**src/rtl/rstc_pkg.sv**
```systemverilog
package rstc_pkg;
   localparam int NUM_SRC   = 2;
   localparam int SRC_PLL   = 0;
   localparam int SRC_PWR   = 1;
   localparam int EN_LSB    = 0;
   localparam int LIVE_LSB  = 4;
   localparam int CAUSE_LSB = 8;
   localparam int PDN_BIT   = 15;

   typedef enum logic {
      SEL_STAT = 1'b0,
      SEL_PWR  = 1'b1
   } reg_sel_e;
endpackage

```
**src/rtl/rstc_sync.sv**
```systemverilog
module rstc_sync #(
   parameter int STAGES = 2
) (
   input  logic clk,
   input  logic rst_n,
   input  logic d,
   output logic q
);
   logic [STAGES-1:0] pipe;

   generate
      for (genvar s = 0; s < STAGES; s++) begin : g_stage
         if (s == 0) begin : g_first
            always_ff @(posedge clk or negedge rst_n) begin
               if (!rst_n) pipe[s] <= 1'b1;
               else        pipe[s] <= d;
            end
         end else begin : g_next
            always_ff @(posedge clk or negedge rst_n) begin
               if (!rst_n) pipe[s] <= 1'b1;
               else        pipe[s] <= pipe[s-1];
            end
         end
      end
   endgenerate

   assign q = pipe[STAGES-1];
endmodule

```
**src/rtl/rstc_hold.sv**
```systemverilog
module rstc_hold #(
   parameter int HOLD_CYCLES = 16
) (
   input  logic clk,
   input  logic rst_n,
   input  logic req,
   output logic rel_n
);
   localparam int CNT_W = (HOLD_CYCLES > 1) ? $clog2(HOLD_CYCLES) : 1;
   localparam logic [CNT_W-1:0] LAST = CNT_W'(HOLD_CYCLES - 1);

   logic [CNT_W-1:0] cnt;
   logic             rel_q;

   always_ff @(posedge clk or negedge rst_n) begin
      if (!rst_n) begin
         cnt   <= '0;
         rel_q <= 1'b0;
      end else if (req) begin
         cnt   <= '0;
         rel_q <= 1'b0;
      end else if (!rel_q) begin
         if (cnt == LAST) rel_q <= 1'b1;
         else             cnt   <= cnt + 1'b1;
      end
   end

   assign rel_n = rel_q;
endmodule

```
**src/rtl/rstc_regs.sv**
```systemverilog
module rstc_regs
   import rstc_pkg::*;
#(
   parameter int REG_W = 16
) (
   input  logic               clk,
   input  logic               rst_n,
   input  logic               sel,
   input  logic               we,
   input  logic [REG_W-1:0]   wdata,
   input  logic [NUM_SRC-1:0] live,
   output logic [NUM_SRC-1:0] src_en,
   output logic               pdn_en,
   output logic [REG_W-1:0]   rdata
);
   logic [NUM_SRC-1:0] cause;
   logic               wr_stat;
   logic               wr_pwr;
   logic               unused_wdata;

   assign wr_stat      = we && (sel == SEL_STAT);
   assign wr_pwr       = we && (sel == SEL_PWR);
   assign unused_wdata = ^wdata;

   generate
      for (genvar i = 0; i < NUM_SRC; i++) begin : g_src
         always_ff @(posedge clk or negedge rst_n) begin
            if (!rst_n) begin
               src_en[i] <= 1'b1;
            end else if (wr_stat) begin
               src_en[i] <= wdata[EN_LSB + i];
            end
         end

         always_ff @(posedge clk or negedge rst_n) begin
            if (!rst_n) begin
               cause[i] <= 1'b0;
            end else if (!live[i] && src_en[i]) begin
               cause[i] <= 1'b1;
            end else if (wr_stat && wdata[CAUSE_LSB + i]) begin
               cause[i] <= 1'b0;
            end
         end
      end
   endgenerate

   always_ff @(posedge clk or negedge rst_n) begin
      if (!rst_n)      pdn_en <= 1'b1;
      else if (wr_pwr) pdn_en <= wdata[PDN_BIT];
   end

   always_comb begin
      rdata = '0;
      if (sel == SEL_STAT) begin
         rdata[EN_LSB    +: NUM_SRC] = src_en;
         rdata[LIVE_LSB  +: NUM_SRC] = live;
         rdata[CAUSE_LSB +: NUM_SRC] = cause;
      end else begin
         rdata[PDN_BIT] = pdn_en;
      end
   end
endmodule

```
**src/rtl/chip_rst_ctrl.sv**
```systemverilog
module chip_rst_ctrl
   import rstc_pkg::*;
#(
   parameter int SYNC_STAGES = 2,
   parameter int HOLD_CYCLES = 16,
   parameter int REG_W       = 16
) (
   input  logic             clk,
   input  logic             ext_rst_n,
   input  logic             pll_locked,
   input  logic             pwr_ok,
   input  logic             reg_sel,
   input  logic             reg_we,
   input  logic [REG_W-1:0] reg_wdata,
   output logic [REG_W-1:0] reg_rdata,
   output logic             core_rst_n,
   output logic             corr_rst_n,
   output logic             pdn_req,
   output logic             pll_irq
);
   generate
      if (SYNC_STAGES < 2) begin : g_bad_sync
         $error("SYNC_STAGES must be at least 2");
      end
      if (HOLD_CYCLES < 1) begin : g_bad_hold
         $error("HOLD_CYCLES must be at least 1");
      end
      if (REG_W < PDN_BIT + 1) begin : g_bad_w
         $error("REG_W too narrow for the power-down enable bit");
      end
   endgenerate

   logic [NUM_SRC-1:0] raw;
   logic [NUM_SRC-1:0] live;
   logic [NUM_SRC-1:0] src_en;
   logic               pdn_en;
   logic               rst_req;
   logic               rel_n;

   assign raw[SRC_PLL] = pll_locked;
   assign raw[SRC_PWR] = pwr_ok;

   generate
      for (genvar i = 0; i < NUM_SRC; i++) begin : g_sync
         rstc_sync #(.STAGES(SYNC_STAGES)) u_sync (
            .clk   (clk),
            .rst_n (ext_rst_n),
            .d     (raw[i]),
            .q     (live[i])
         );
      end
   endgenerate

   rstc_regs #(.REG_W(REG_W)) u_regs (
      .clk    (clk),
      .rst_n  (ext_rst_n),
      .sel    (reg_sel),
      .we     (reg_we),
      .wdata  (reg_wdata),
      .live   (live),
      .src_en (src_en),
      .pdn_en (pdn_en),
      .rdata  (reg_rdata)
   );

   assign rst_req = |(~live & src_en);

   rstc_hold #(.HOLD_CYCLES(HOLD_CYCLES)) u_hold (
      .clk   (clk),
      .rst_n (ext_rst_n),
      .req   (rst_req),
      .rel_n (rel_n)
   );

   assign core_rst_n = rel_n;
   assign corr_rst_n = rel_n;
   assign pdn_req    = pdn_en & ~live[SRC_PWR];
   assign pll_irq    = ~live[SRC_PLL];
endmodule

```
**config.mk**
```make
export PLATFORM = sky130hd
export DESIGN_NAME = chip_rst_ctrl
export DESIGN_NICKNAME = d
export VERILOG_FILES = /design/src/rtl/rstc_pkg.sv /design/src/rtl/rstc_sync.sv /design/src/rtl/rstc_hold.sv /design/src/rtl/rstc_regs.sv /design/src/rtl/chip_rst_ctrl.sv
export SDC_FILE = /design/constraint.sdc
export NUM_CORES = 1
export LEC_CHECK = 0
export ABC_CLOCK_PERIOD_IN_PS = 1130
export BUFFER_PORTS_ARGS = -buffer_cell sky130_fd_sc_hd__buf_2
export CAP_MARGIN = 20
export CORE_ASPECT_RATIO = 1.4
export CORE_MARGIN = 4
export CORE_UTILIZATION = 37
export CTS_CLUSTER_DIAMETER = 30
export DETAILED_ROUTE_END_ITERATION = 10
export GPL_TIMING_DRIVEN = 0
export HOLD_SLACK_MARGIN = 0.05
export PLACE_DENSITY = 0.73
export SYNTH_ARGS = -nofsm -noshare
export SYNTH_HDL_FRONTEND = slang
export SYNTH_SLANG_ARGS = --single-unit
```
**constraint.sdc**
```tcl
create_clock -name clk -period 1.13 [get_ports clk]
set_input_delay 0.226 -clock clk [delete_from_list [all_inputs] [get_ports clk]]
set_output_delay 0.226 -clock clk [all_outputs]
set_load 0.05 [all_outputs]
```
; After elaboration in Yosys (flattened, before gate mapping)
; Index checks and enable logic that the tools add are counted.
; W data, S select, Z words.
[word_totals]
ff_bits = 14
latchBits = 0
mem_bits_rw = 0
rom_bits = 0
inputBits = 22
memories = 0
[op_classes]
add_sub_neg = 1
mul = 0
div_mod_pow = 0
order_cmp = 0
n_eq_ne = 3
shifts = 0
n_mux = 14
n_bitwise = 6
n_reduce_logical = 12
[op_table]
columns = cell, count
row1 = $mux W4, 3
row2 = $mux W1, 8
row3 = $logic_and A1 B1 Y1, 6
row4 = $mux W2, 3
row5 = $add A4 B1 Y4 const B, 1
row6 = $eq A4 B4 Y1 const B, 1
row7 = $ne A2 B2 Y1 const B, 2
row8 = $reduce_bool A2 Y1, 2
row9 = $not A1 Y1, 3
row10 = $and A2 B2 Y2, 1
row11 = $logic_not A1 Y1, 2
row12 = $not A2 Y2, 1
row13 = $reduce_and A2 Y1, 1
row14 = $reduce_or A2 Y1, 1
row15 = $and A1 B1 Y1, 1

; Longest topological paths before layout
; Gate-level depths: netlist of run 1.
[depth]
ltp_word = 5
ltp_mapped = 4

; Cells and area by module
; Synthesis of run 1 repeated with hierarchy kept, for this count alone.
[hier_totals]
hier_cells = 63
hier_area_um2 = 728.2
[by_module_without_submodules]
columns = module, n_inst, cells_per_inst, area_each_um2, seq_area_each_um2
row1 = rstc_regs, 1, 34, 347.8, 128.9
row2 = rstc_hold, 1, 20, 245.2, 125.1
row3 = rstc_sync, 2, 2, 52.6, 52.6
row4 = chip_rst_ctrl, 1, 5, 30.0, 0.0

; Worst setup path after synthesis of run 1
; OpenSTA, ideal clock, no wires.
[synth_timing]
path_kind = reg2out
from = register g_sync[0].u_sync.pipe[1]
to = output port reg_rdata[4]
arrival_time_ns = 1.444
setup_slack_ns = -0.540
path_stages_with_launch = 3
path_buffers = 0
cell_sequence = dfstp_2 > inv_1 > nor2_1
[synth_between]
elab_chain_len = 1
[synth_rtl]
columns = item, line_no
row1 = from (decl), rstc_sync.sv:9  ; logic [STAGES-1:0] pipe;
row2 = "from (signal, indexed assignment)", rstc_sync.sv:21  ; else pipe[s] <= pipe[s-1];
row3 = $mux W2, rstc_regs.sv:54  ; if (sel == SEL_STAT) begin
row4 = to (decl), chip_rst_ctrl.sv:15  ; output logic [REG_W-1:0] reg_rdata,
; No other way between the ends.

; Final worst setup path of run 1
; Ends and elaborated chain as after synthesis.

==> flow_metrics.tcl, run 1 <==
set metrics [dict create \
    outcome "finished with violations" \
    failing_checks "negative setup slack" \
    critical_path.endpoint_type "primary output" \
    postSynthAreaPerCell_sq_um 11.0 \
    synth.yosys.warnings 0 \
    switching_share_pct 36.0 \
    post-route-util_pct 63.3 \
    fin_worst_hold_slack_ps 160 \
    timing.critical_path.to "reg_rdata[4]" \
    timing.critical_path.required_ps 900 \
    timing.setup.critical_path_class "flip-flop to primary output" \
    overflow 0 \
    power_frac_comb_pct 39.6 \
    ios 42 \
    clock.fmax_ghz 0.724 \
    worst_min_delay_path_class "input port to flip-flop" \
    multi_input_comb_area_sq_um 319 \
    insertion_delay_ps 280 \
    leakagePower_uw 0.000548 \
    r2r_start "u_regs.src_en[1]" \
    clock_tree.htree_level_count 1 \
    grt_pass1_wl_microns 2590 \
    number_of_global_route_vias_before_repair 604 \
    netSwitchingPower_uw 586 \
    worst_setup_path_startpoint "g_sync[0].u_sync.q" \
    synthesis_to_layout_area_growth_pct 62.7 \
    start_util_pct 38.9 \
    grt_max_degree 15 \
    die_span_in_x_microns 44.5 \
    total_of_flip_flops_plus_latches_after_synthesis 14 \
    power_frac_clock_pct 18.1 \
    final-max-slew-violation-count 0 \
    die_h_microns 59.2 \
    post_dp_cell_area_sq_um 896 \
    fp.dieArea_sq_um 2640 \
    internal_power_uw 1040 \
    worstReg2RegEnd "u_hold.cnt[2]" \
    seq_power_share_pct 42.3 \
    report.power.total_uw 1630 \
    route.detailed.vias_per_inst 4.44 \
    irDropWorstVdd_mv 0.796 \
    cap_viol_max_count 0 \
    placeableCoreArea_sq_um 1780 \
    mappedNetlistArea_sq_um 692 \
    setup_violations 15 \
    crit_arrival_ps 1150 \
    post-route-worst-setup-slack_ps -251 \
    synth_area_leaders "sky130_fd_sc_hd__dfstp_2 (27%), sky130_fd_sc_hd__dfrtp_1 (25%), sky130_fd_sc_hd__buf_4 (11%)" \
    place_hpwl_microns 993 \
    place.port_buffers 21 \
    cts_root_buf "sky130_fd_sc_hd__clkbuf_4" \
    synth_sequential_area_ratio_pct 51.9 \
    drt-pass1-iter-count 3 \
    ctsLongestPathBuffers 2 \
    clock_sinks 14 \
    num_rows 18 \
    ant_nets 0 \
    number_of_standard_cells_after_synthesis 63 \
    regToRegSetupSlack_ps -80 \
    drc 0 \
    gpl.final_weighted_congestion 0.746 \
    crit_path_max_fanout 3 \
    rsz_0062_raised_after_global_routing "yes" \
    yosysUniqueCellTypes 25 \
    grt.total_usage_pct 13.9 \
    drt_iter0_drc 16 \
    footprint_of_the_flip_flops_and_latches_sq_um 360 \
    post_drt_wl_per_cell_microns 12.0 \
    clk_transition_reported_paths_ps 80 \
    layout-drive-gt1-share_pct 63.3 \
    crit_path_cell_trace "inv_4 > nor2_4 > buf_6" \
    setup_tns_ps -2040 \
    antenna_found_initial 0 \
    yosysTopAreaCellShare_pct 26.6 \
    final.setup_skew_ps 6.33 \
    min_period_ps 1380 \
    final_area_sq_um 1130 \
    wl_microns 1550 \
    rr_worst_depth 4 \
    power_per_cell_area_nw_per_um2 1440 \
    synth.largest_area_cell "sky130_fd_sc_hd__dfstp_2" \
    slowest_stage_delay_on_critical_path_ps 570 \
    min_period_over_period_pct 122 \
    cpMaxStageDelayCell "sky130_fd_sc_hd__dfstp_2" \
    routed-via-count 573 \
    num_antenna_cells 0 \
    critPathLaunchType "flip-flop" \
    layout.filler_cells 148 \
    layout.nets 133 \
    timing_hold_violations_final 0 \
    clock_tree_from_tritoncts "built" \
    cts_made_buffers 3 \
]
sequential cells by signal, indices dropped and copies added (netlist names):
signal,flops
u_regs.cause,2
g_sync.u_sync.pipe,2
u_hold.rel_n,1
u_regs.pdn_en,1
u_regs.src_en,2
g_sync.u_sync.q,2
u_hold.cnt,4
through the flow:
step	setup slack [ps]	std cells
6_report	-251	129
5_1_grt	-296	129
4_1_cts	-250	126
3_5_place_dp	-147	112
3_3_place_gp	-96.3	112
2_1_floorplan	-179	71
worst min path at each step:
| stage | cells past startpoint | endpoint | slack, ps | start |
|---|---|---|---|---|
| after floorplan | 0 | u_hold.cnt[0] | -70 | ext_rst_n |
| after global placement | 1 | u_regs.cause[0] | 130 | ext_rst_n |
| after detailed placement | 1 | u_regs.cause[0] | 130 | ext_rst_n |
| after CTS | 3 | u_regs.src_en[0] | 150 | reg_wdata[0] |
| after global routing | 3 | u_regs.src_en[1] | 170 | reg_wdata[1] |
| final | 3 | u_regs.src_en[0] | 160 | reg_wdata[0] |
logic make-up after synthesis:
kind of cell	Yosys count	share of synthesized area, %
compound gates	8	9.77
xor+xnor	1	1.27
fa+ha+maj	1	1.81
buf+inv	15	13.6
flops	14	51.9
mux	2	3.62
other cells	1	0.542
simple gates	21	17.5
final cells by class:
cell class                      count  area share, %
Multi-Input combinational cell     42           28.3
Inverter                            5           2.33
Sequential cell                    14           32.0
Timing Repair Buffer               34           25.8
Clock buffer                        4           2.33
Tap cell                           20           2.22
Buffer                             10           7.00
placed cells by master (no fill, tap or decap), types with 2 or more instances in the layout:
cell,n
sky130_fd_sc_hd__and2b_2,3
sky130_fd_sc_hd__buf_2,10
sky130_fd_sc_hd__buf_4,19
sky130_fd_sc_hd__buf_6,9
sky130_fd_sc_hd__buf_8,3
sky130_fd_sc_hd__clkbuf_4,3
sky130_fd_sc_hd__conb_1,9
sky130_fd_sc_hd__dfrtp_1,6
sky130_fd_sc_hd__dfstp_2,7
sky130_fd_sc_hd__dlygate4sd3_1,3
sky130_fd_sc_hd__inv_1,2
sky130_fd_sc_hd__inv_4,3
sky130_fd_sc_hd__nand2_1,5
sky130_fd_sc_hd__nor2_1,3
sky130_fd_sc_hd__nor2_4,3
sky130_fd_sc_hd__nor3_1,2
sky130_fd_sc_hd__o21ai_0,2
power groups by stage:
stage / Sequential, uW / Combinational, uW / Clock, uW
after CTS: 679 / 611 / 307
final: 688 / 643 / 294
after global placement: 691 / 459 / 0
after floorplan: 680 / 384 / 0
after detailed placement: 697 / 473 / 0
after global routing: 702 / 705 / 330
metal layers:
layer	share of wire [%]	up-vias	GRT usage (%)
li1	-	278	-
met1	33	261	14.3
met2	55	27	23.4
met3	8.5	7	3.04
met4	3.4	0	11.2
met5	0	-	0
synth_stat cells:
library cell / n
sky130_fd_sc_hd__o2bb2ai_1: 1
sky130_fd_sc_hd__buf_4: 10
sky130_fd_sc_hd__xnor2_1: 1
sky130_fd_sc_hd__a22o_1: 1
sky130_fd_sc_hd__ha_1: 1
sky130_fd_sc_hd__o21ai_0: 2
sky130_fd_sc_hd__conb_1: 1
sky130_fd_sc_hd__nor2_1: 6
sky130_fd_sc_hd__mux2i_1: 1
sky130_fd_sc_hd__dfrtp_1: 7
sky130_fd_sc_hd__dfstp_2: 7
sky130_fd_sc_hd__nor3_1: 2
sky130_fd_sc_hd__inv_1: 5
sky130_fd_sc_hd__mux2_4: 1
sky130_fd_sc_hd__and2_2: 1
sky130_fd_sc_hd__nor2b_2: 1
sky130_fd_sc_hd__a211oi_1: 1
sky130_fd_sc_hd__and4bb_2: 1
sky130_fd_sc_hd__a21oi_1: 1
sky130_fd_sc_hd__o22ai_1: 1
sky130_fd_sc_hd__nor2b_1: 1
sky130_fd_sc_hd__a31oi_4: 1
sky130_fd_sc_hd__nand4b_1: 1
sky130_fd_sc_hd__and2b_2: 3
sky130_fd_sc_hd__nand2_1: 5
timing repair:
action	4_1_cts	5_1_grt
gates resized for setup	30	4
hold buffers	3	0
endpoints found under the setup margin	16	15
setup buffers	7	3
endpoints found under the hold margin	9	0
pin swaps	1	2
gates cloned	0	0
worst max-delay path, delay by kind of cell, from the launching register on:
kind / cells / cell delay, ps
buf+inv: 2 / 210
flops: 1 / 570
simple gates: 1 / 100
Power figures use the tool's default switching activity.
==> inputs of run 2 (changes only) <==
==> constraint.sdc (replaced) <==
create_clock -name clk -period 1.13 [get_ports clk]
set_input_delay 0.0565 -clock clk [delete_from_list [all_inputs] [get_ports clk]]
set_output_delay 0.0565 -clock clk [all_outputs]
set_load 0.05 [all_outputs]
==> flow_metrics.tcl, run 2 (same netlist as run 1, synthesis figures left out) <==
set metrics [dict create \
    outcome "finished with violations" \
    failing_checks "negative setup slack" \
    die_span_in_x_microns 44.5 \
    timing_hold_violations_final 0 \
    highest_layer "met4" \
    start_util_pct 38.9 \
    most_common_cell_after_layout_fill_and_taps_aside "sky130_fd_sc_hd__buf_4" \
    cts_made_buffers 3 \
    worst_min_delay_path_class "input port to flip-flop" \
    clock_tree_from_tritoncts "built" \
    final-max-slew-violation-count 0 \
    overflow 0 \
    num_rows 18 \
    clock.fmax_ghz 0.830 \
    synthesis_to_layout_area_growth_pct 58.8 \
    num_antenna_cells 0 \
    placeableCoreArea_sq_um 1780 \
    report.power.total_uw 1620 \
    number_of_global_route_vias_before_repair 535 \
    fp.dieArea_sq_um 2640 \
    power_per_cell_area_nw_per_um2 1470 \
    ios 42 \
    grt_max_degree 15 \
    setup_tns_ps -323 \
    layout.nets 132 \
    timing.setup.critical_path_class "flip-flop to primary output" \
    insertion_delay_ps 270 \
    irDropWorstVdd_mv 1.02 \
    place_hpwl_microns 970 \
    critical_path.endpoint_type "primary output" \
    min_period_ps 1200 \
    timing.critical_path.required_ps 1070 \
    grt.total_usage_pct 11.4 \
    crit_path_max_fanout 3 \
    final.setup_skew_ps 3.95 \
    route.detailed.vias_per_inst 4.36 \
    layout.cells.most_common_list "sky130_fd_sc_hd__buf_4 (17), sky130_fd_sc_hd__buf_2 (11), sky130_fd_sc_hd__conb_1 (9)" \
    wl_microns 1460 \
    min_period_over_period_pct 107 \
    layout-drive-gt1-share_pct 60.2 \
    gpl.final_weighted_congestion 0.683 \
    ctsLongestPathBuffers 2 \
    grt_pass1_wl_microns 2170 \
    setup_violations 7 \
    route.met3.wl_microns 129 \
    rsz_0062_raised_after_global_routing "yes" \
    clock_tree.htree_level_count 1 \
    cap_viol_max_count 0 \
    routed-via-count 558 \
    clock_sinks 14 \
    drt_iter0_drc 8 \
    largest_register "u_hold.cnt" \
    place.port_buffers 21 \
    die_h_microns 59.2 \
    crit_arrival_ps 1150 \
    cts_root_buf "sky130_fd_sc_hd__clkbuf_4" \
    post_drt_wl_per_cell_microns 11.4 \
    post-route-worst-setup-slack_ps -74.8 \
    routed_met2_length_microns 796 \
    drc 0 \
    ant_nets 0 \
    antenna_found_initial 0 \
    critPathLaunchType "flip-flop" \
    leakagePower_uw 0.000540 \
    clk_transition_reported_paths_ps 80 \
    routedLengthMet1_microns 518 \
    largest_register_ffs 4 \
    drt-pass1-iter-count 4 \
]
[run 2: worst max-delay path, stage by stage, from the launching register on]
cell and delay, ps:
sky130_fd_sc_hd__dfstp_2 570, sky130_fd_sc_hd__and2b_2 160, sky130_fd_sc_hd__buf_6 150
[run 2: per-stage QoR]
stage	cells	hold slack [ps]	cell area, sq um	utilization (%)	setup WS [ps]
2_1_floorplan	71	-239	746	-	-145
3_3_place_gp	112	-37.2	876	49.2	-90.5
3_5_place_dp	112	-39.7	876	49.2	-81.7
4_1_cts	126	61.0	1050	58.9	-72.4
5_1_grt	128	77.4	1100	61.7	-131
6_report	128	75.0	1100	61.7	-74.8
[run 2: layout make-up]
class,count,area (sq um)
buffer,10,75.1
clock buffer,4,36.3
fill,142,681
inverter,5,21.3
multi-input combinational,42,309
sequential,14,360
tap,20,25.0
timing repair buffer,33,272
[run 2: path summary, 6_finish.rpt]
kind | cells after the start | endpoint | start | slack (ps)
min reg2reg | 0 | g_sync[0].u_sync.q | g_sync[0].u_sync.pipe[0] | 360
min in group asynchronous | 2 | u_hold.cnt[0] | ext_rst_n | 190
min | 3 | u_regs.cause[0] | reg_wdata[8] | 70
max reg2reg | 4 | u_hold.cnt[1] | u_hold.cnt[0] | -60
max | 2 | reg_rdata[5] | g_sync[1].u_sync.q | -70
max in group asynchronous | 2 | g_sync[0].u_sync.pipe[0] | ext_rst_n | 660
[run 2: what timing repair did]
| action | 4_1_cts | 5_1_grt |
|---|---|---|
| buffers inserted | 3 | 2 |
| setup endpoints to repair | 13 | 15 |
| hold buffers | 7 | 0 |
| endpoints found under the hold margin | 20 | 0 |
| resized for setup | 17 | 12 |
| pin swaps | 2 | 2 |
[run 2: per-layer routing]
| metal | up-vias | GRT usage [%] |
|---|---|---|
| met5 | - | 0 |
| met2 | 23 | 20.7 |
| met1 | 254 | 10.5 |
| met4 | 0 | 7.76 |
| met3 | 2 | 3.34 |
| li1 | 279 | - |
[run 2: power breakdown]
group / total [uW] / switching (uW) / internal, uW / leakage, uW
clock: 345 / 149 / 196 / 0.0000210
sequential: 685 / 83.8 / 601 / 0.000159
combinational: 589 / 325 / 263 / 0.000360
